## src/rtl/osm_pkg.sv

```systemverilog
package osm_pkg;

  typedef enum logic [2:0] {
    ST_INIT_MEM     = 3'd0,
    ST_CONFIG       = 3'd1,
    ST_CONFIG_REQ   = 3'd2,
    ST_ACCESS       = 3'd3,
    ST_ACCESS_REQ   = 3'd4,
    ST_LOW_POWER    = 3'd5,
    ST_LP_ENTRY_REQ = 3'd6,
    ST_LP_EXIT_REQ  = 3'd7
  } osm_state_e;

  localparam logic [2:0] CMD_INIT   = 3'd0;
  localparam logic [2:0] CMD_CFG    = 3'd1;
  localparam logic [2:0] CMD_GO     = 3'd2;
  localparam logic [2:0] CMD_SLEEP  = 3'd3;
  localparam logic [2:0] CMD_WAKEUP = 3'd4;

  typedef enum logic [2:0] {
    MV_NONE,
    MV_CFG,
    MV_GO,
    MV_SLEEP,
    MV_WAKE
  } osm_move_e;

endpackage

```

## src/rtl/osm_cmd_filter.sv

```systemverilog
module osm_cmd_filter
  import osm_pkg::*;
(
  input  osm_state_e state_i,
  input  logic       cmd_valid_i,
  input  logic [2:0] cmd_i,
  output osm_move_e  move_o
);

  // Only commands legal in the current state become moves; the rest vanish.
  always_comb begin
    move_o = MV_NONE;
    if (cmd_valid_i) begin
      unique case (state_i)
        ST_INIT_MEM:  if (cmd_i == CMD_CFG) move_o = MV_CFG;
        ST_CONFIG:    if (cmd_i == CMD_GO)  move_o = MV_GO;
        ST_ACCESS: begin
          if (cmd_i == CMD_CFG)        move_o = MV_CFG;
          else if (cmd_i == CMD_SLEEP) move_o = MV_SLEEP;
        end
        ST_LOW_POWER: if (cmd_i == CMD_WAKEUP) move_o = MV_WAKE;
        default:      move_o = MV_NONE;
      endcase
    end
  end

endmodule

```

## src/rtl/osm_idle_timer.sv

```systemverilog
module osm_idle_timer
  import osm_pkg::*;
#(
  parameter int unsigned IDLE_CYCLES = 16
) (
  input  logic       clk_i,
  input  logic       rst_ni,
  input  osm_state_e state_i,
  input  logic       hw_lp_en_i,
  input  logic       idle_i,
  input  logic       cmd_valid_i,
  output logic       idle_hit_o
);

  localparam int unsigned CntW = (IDLE_CYCLES < 2) ? 1 : $clog2(IDLE_CYCLES);
  localparam logic [CntW-1:0] CntLast = CntW'(IDLE_CYCLES - 1);

  logic            qualify;
  logic [CntW-1:0] cnt_q;

  assign qualify    = (state_i == ST_ACCESS) && hw_lp_en_i && idle_i && !cmd_valid_i;
  assign idle_hit_o = qualify && (cnt_q == CntLast);

  always_ff @(posedge clk_i or negedge rst_ni) begin
    if (!rst_ni)                 cnt_q <= '0;
    else if (!qualify || idle_hit_o) cnt_q <= '0;
    else                         cnt_q <= cnt_q + 1'b1;
  end

endmodule

```

## src/rtl/osm_core.sv

```systemverilog
module osm_core
  import osm_pkg::*;
(
  input  logic       clk_i,
  input  logic       rst_ni,
  input  osm_move_e  move_i,
  input  logic       idle_hit_i,
  input  logic       hw_lp_en_i,
  input  logic       idle_i,
  input  logic       ack_i,
  output osm_state_e state_o,
  output logic       sr_enter_o,
  output logic       sr_exit_o
);

  osm_state_e state_q, state_d;
  logic       hw_entry_q, hw_entry_d;
  logic       sr_enter_q, sr_exit_q;

  always_comb begin
    state_d    = state_q;
    hw_entry_d = hw_entry_q;
    unique case (state_q)
      ST_INIT_MEM:   if (move_i == MV_CFG) state_d = ST_CONFIG_REQ;
      ST_CONFIG_REQ: if (ack_i) state_d = ST_CONFIG;
      ST_CONFIG:     if (move_i == MV_GO) state_d = ST_ACCESS_REQ;
      ST_ACCESS_REQ: if (ack_i) state_d = ST_ACCESS;
      ST_ACCESS: begin
        if (move_i == MV_CFG) begin
          state_d = ST_CONFIG_REQ;
        end else if (move_i == MV_SLEEP) begin
          state_d    = ST_LP_ENTRY_REQ;
          hw_entry_d = 1'b0;
        end else if (idle_hit_i) begin
          state_d    = ST_LP_ENTRY_REQ;
          hw_entry_d = 1'b1;
        end
      end
      ST_LP_ENTRY_REQ: if (ack_i) state_d = ST_LOW_POWER;
      ST_LOW_POWER: begin
        if (move_i == MV_WAKE) state_d = ST_LP_EXIT_REQ;
        else if (hw_entry_q && (!idle_i || !hw_lp_en_i)) state_d = ST_LP_EXIT_REQ;
      end
      ST_LP_EXIT_REQ: if (ack_i) begin
        state_d    = ST_ACCESS;
        hw_entry_d = 1'b0;
      end
      default: state_d = ST_INIT_MEM;
    endcase
  end

  always_ff @(posedge clk_i or negedge rst_ni) begin
    if (!rst_ni) begin
      state_q    <= ST_INIT_MEM;
      hw_entry_q <= 1'b0;
      sr_enter_q <= 1'b0;
      sr_exit_q  <= 1'b0;
    end else begin
      state_q    <= state_d;
      hw_entry_q <= hw_entry_d;
      sr_enter_q <= (state_d == ST_LP_ENTRY_REQ) && (state_q != ST_LP_ENTRY_REQ);
      sr_exit_q  <= (state_d == ST_LP_EXIT_REQ) && (state_q != ST_LP_EXIT_REQ);
    end
  end

  assign state_o    = state_q;
  assign sr_enter_o = sr_enter_q;
  assign sr_exit_o  = sr_exit_q;

endmodule

```

## src/rtl/dram_op_state_ctrl.sv

```systemverilog
module dram_op_state_ctrl
  import osm_pkg::*;
#(
  parameter int unsigned IDLE_CYCLES = 16
) (
  input  logic       clk_i,
  input  logic       rst_ni,
  input  logic       cmd_valid_i,
  input  logic [2:0] cmd_i,
  input  logic       hw_lp_en_i,
  input  logic       idle_i,
  input  logic       ack_i,
  output logic [2:0] status_o,
  output logic       sr_enter_o,
  output logic       sr_exit_o
);

  osm_state_e state;
  osm_move_e  move;
  logic       idle_hit;

  osm_cmd_filter i_filter (
    .state_i     (state),
    .cmd_valid_i (cmd_valid_i),
    .cmd_i       (cmd_i),
    .move_o      (move)
  );

  osm_idle_timer #(
    .IDLE_CYCLES (IDLE_CYCLES)
  ) i_timer (
    .clk_i       (clk_i),
    .rst_ni      (rst_ni),
    .state_i     (state),
    .hw_lp_en_i  (hw_lp_en_i),
    .idle_i      (idle_i),
    .cmd_valid_i (cmd_valid_i),
    .idle_hit_o  (idle_hit)
  );

  osm_core i_core (
    .clk_i      (clk_i),
    .rst_ni     (rst_ni),
    .move_i     (move),
    .idle_hit_i (idle_hit),
    .hw_lp_en_i (hw_lp_en_i),
    .idle_i     (idle_i),
    .ack_i      (ack_i),
    .state_o    (state),
    .sr_enter_o (sr_enter_o),
    .sr_exit_o  (sr_exit_o)
  );

  assign status_o = state;

endmodule

```

## config.mk

```make
export PLATFORM = sky130hd
export DESIGN_NAME = dram_op_state_ctrl
export DESIGN_NICKNAME = d
export VERILOG_FILES = /design/src/rtl/osm_pkg.sv /design/src/rtl/osm_cmd_filter.sv /design/src/rtl/osm_idle_timer.sv /design/src/rtl/osm_core.sv /design/src/rtl/dram_op_state_ctrl.sv
export SDC_FILE = /design/constraint.sdc
export NUM_CORES = 1
export LEC_CHECK = 0
export ABC_AREA = 1
export CAP_MARGIN = 5
export CORE_AREA = 5 5 42 44
export CTS_CLUSTER_DIAMETER = 30
export DETAILED_ROUTE_END_ITERATION = 6
export DIE_AREA = 0 0 47 49
export DONT_BUFFER_PORTS = 1
export PLACE_DENSITY = 0.63
export SLEW_MARGIN = 40
export SYNTH_ARGS = -nofsm -noshare
export SYNTH_HDL_FRONTEND = slang
export SYNTH_SLANG_ARGS = --single-unit
```

## constraint.sdc

```tcl
create_clock -name clk_i -period 1.7 [get_ports clk_i]
set_clock_uncertainty 0.1 [all_clocks]
set_input_delay 0.255 -clock clk_i [delete_from_list [all_inputs] [get_ports clk_i]]
set_output_delay 0.255 -clock clk_i [all_outputs]
set_load 0.01 [all_outputs]
```

==> results.json <==
{
  "firstDrtPassIters": 3,
  "worstReg2RegEnd": "i_core.state_o[0]",
  "tightestPinTransition_ps": 458,
  "pin_count": 14,
  "antenna_found_initial": 0,
  "slowest_delay_ps": 450,
  "syn-cell-area_sq_um": 624,
  "swShare": 0.414,
  "fin_crit_sh": 0.902,
  "critPathMostFrequentCell": "nand2_1",
  "critical_path.top_delay_family": "simple AND/OR/NAND/NOR gates",
  "diodes": 0,
  "power_density_mw_per_mm2": 1370,
  "dpl.hpwl_microns": 1060,
  "fin_nets": 100,
  "p_comb_frac": 0.380,
  "clockBufferDepth": 2,
  "synth-seq-cells": 10,
  "clock-sinks": 10,
  "grt_max_degree": 11,
  "hold_viol_final": 0,
  "grt_usage": 0.133,
  "vias": 558,
  "syn_area_per_cell_sq_um": 7.52,
  "core_area_sq_mm": 0.00140,
  "drive_gt1_frac": 0.180,
  "port_buffers": 0,
  "p_int_mw": 0.562,
  "power_leakage_nw": 0.352,
  "cp_slowest_cell": "dfrtp_1",
  "status": "finished, final reports clean",
  "seq_area_frac_synth": 0.401,
  "fmax_mhz": 652,
  "relSlewSlack": 0.693,
  "clk_latency_ps": 270,
  "grt_pass1_wl_microns": 2260,
  "drt_iter0_markers": 10,
  "yosysWarnings": 0,
  "cp_max_fo": 6,
  "hold_end": "i_timer.cnt_q[2]",
  "peakVddDrop_v": 0.000656,
  "finalCriticalPeriod_ps": 1530,
  "cts_root_buffer": "clkbuf_4",
  "die_area_sq_mm": 0.00230,
  "drc": 0,
  "critPathArrivalTime_ps": 1600,
  "tns_ps": 0,
  "crit_path_cell_trace": "inv_1 > nand2_1 > nor2_1 > nand2_1 > nand2_2 > nand3_2 > nand2_1 > nand2_1 > nor2_1 > nand2_1",
  "syn2layout_area_growth_pct": 12.0,
  "overflow": 0,
  "synth_fp_nets": 93,
  "wl_per_cell_microns": 12.8,
  "post_cts_buffers": 0,
  "r2r_setup_slack_ps": 170,
  "crit_path_start_kind": "flip-flop",
  "synthDistinctLibCells": 21,
  "rows": 14,
  "hold_depth": 3,
  "clkTransAtPathRegs_ps": 70,
  "cts_tree": "yes",
  "maxSlewViolCount": 0,
  "hold_path.class": "in2reg",
  "cp.required_ps": 1760,
  "die_h_microns": 49,
  "dieWidth_microns": 47,
  "rsz0062_at_grt": "false",
  "criticalPathCategory": "reg2reg",
  "gp_congestion": 0.912,
  "hold_start": "cmd_valid_i",
  "cap_violations": 0,
  "vias_per_cell": 5.31,
  "final_core_util": 0.499,
  "sequentialPowerShare": 0.388,
  "clkPwrFrac": 0.231,
  "initial_core_util": 0.446,
  "setup_viol": 0,
  "wirelength_microns": 1340,
  "grt_pass1_vias": 562,
  "path_buf_inv": 1,
  "end_kind": "flip-flop",
  "rr_worst_depth": 10,
  "power_switching_mw": 0.397,
  "reg2reg_from": "i_core.state_o[1]",
  "htreeDepth": 1,
  "synthCells": 83,
  "numCtsBuffers": 3,
  "antenna_left": 0
}
-- stage by stage --
stage	total power, mW	setup WS [ps]	hold WS, ps	cell area [sq um]	cells
floorplan	0.641	287	-141	624	83
global route	1.02	32.3	71.1	699	105
detailed placement	0.729	166	-140	652	100
finish	0.959	167	58.6	699	105
CTS	0.957	136	61.4	698	105
global placement	0.728	179	-140	652	100
-- final cells by class --
| class | instances | area [sq um] |
|---|---|---|
| clock buffer | 4 | 36.3 |
| fill | 142 | 702 |
| inverter | 9 | 33.8 |
| multi-input combinational | 64 | 340 |
| sequential | 10 | 251 |
| tap | 16 | 20.0 |
| timing repair buffer | 2 | 17.5 |
-- state kept, by name (all words and copies together), names as in the netlist --
| signal | flops |
|---|---|
| i_core.sr_exit_o | 1 |
| i_core.state_o | 3 |
| i_core.sr_enter_o | 1 |
| i_core.hw_entry_q | 1 |
| i_timer.cnt_q | 4 |
-- cells by family (layout without fill, tap and decap cells) --
logic type      count (synthesis)  after routing  synth area share
buf+inv                         9             15            0.0541
flops                          10             10             0.401
simple gates                   53             53             0.417
xor+xnor                        2              2            0.0281
compound gates                  8              8            0.0801
fa+ha+maj                       1              1            0.0200
-- how the worst max path moves through the flow --
stage	from	endpoint	slack, ps	cells after the start
2_1_floorplan	i_core.state_o[1]	i_core.state_o[0]	290	10
3_3_place_gp	i_core.state_o[2]	i_core.hw_entry_q	180	9
3_5_place_dp	i_core.state_o[2]	i_core.hw_entry_q	170	9
4_1_cts	i_core.state_o[2]	i_core.hw_entry_q	140	9
5_1_grt	i_core.state_o[1]	i_core.state_o[0]	30	10
6_report	i_core.state_o[1]	i_core.state_o[0]	170	10
-- tightest hold or removal path, cell delays in order --
cell and delay [ps]:
inv_1 40, nand3_2 70, nor2_1 30
-- power groups by stage --
stage	Combinational, mW	Clock [mW]	Sequential [mW]
after floorplan	0.277	0	0.364
after detailed placement	0.353	0	0.375
after global placement	0.355	0	0.373
after global routing	0.409	0.230	0.384
final	0.365	0.222	0.372
after CTS	0.364	0.221	0.372
-- cells in the final DEF (no fill, tap or decap), types with 3 or more instances in the layout --
master and count:
nand4_1 4, nor2_1 18, nand2_2 3, clkbuf_4 3
nand2_1 16, dfrtp_1 9, inv_1 9, nand3_2 3
a21oi_1 3, nand3_1 5
-- synthesized netlist by cell type --
cell / count / area, sq um
nor2_1: 18 / 67.6
nand2_1: 16 / 60.1
dfrtp_1: 10 / 250
inv_1: 9 / 33.8
nand3_1: 5 / 25.0
nand4_1: 4 / 25.0
a21oi_1: 3 / 15.0
nand2_2: 3 / 18.8
nand3_2: 3 / 30.0
a21boi_0: 1 / 7.51
a21boi_2: 1 / 11.3
ha_1: 1 / 12.5
nand3b_1: 1 / 7.51
nor2_4: 1 / 11.3
o21ai_0: 1 / 5.00
o21ai_1: 1 / 5.00
o22ai_1: 1 / 6.26
or2_2: 1 / 6.26
or2_4: 1 / 8.76
xnor2_1: 1 / 8.76
xor2_1: 1 / 8.76
-- layer usage --
layer,global-route usage,vias up,share of wire
met5,0,-,0
li1,-,283,-
met3,0.0258,2,0.037
met1,0.159,261,0.44
met4,0.0645,0,0.016
met2,0.217,12,0.51
-- what timing repair did --
item / in CTS / in global routing
endpoints found under the setup margin: 0 / 1
hold buffers: 1 / 0
endpoints found under the hold margin: 10 / 0
gates resized for setup: 0 / 1
Power figures use the tool's default switching activity.
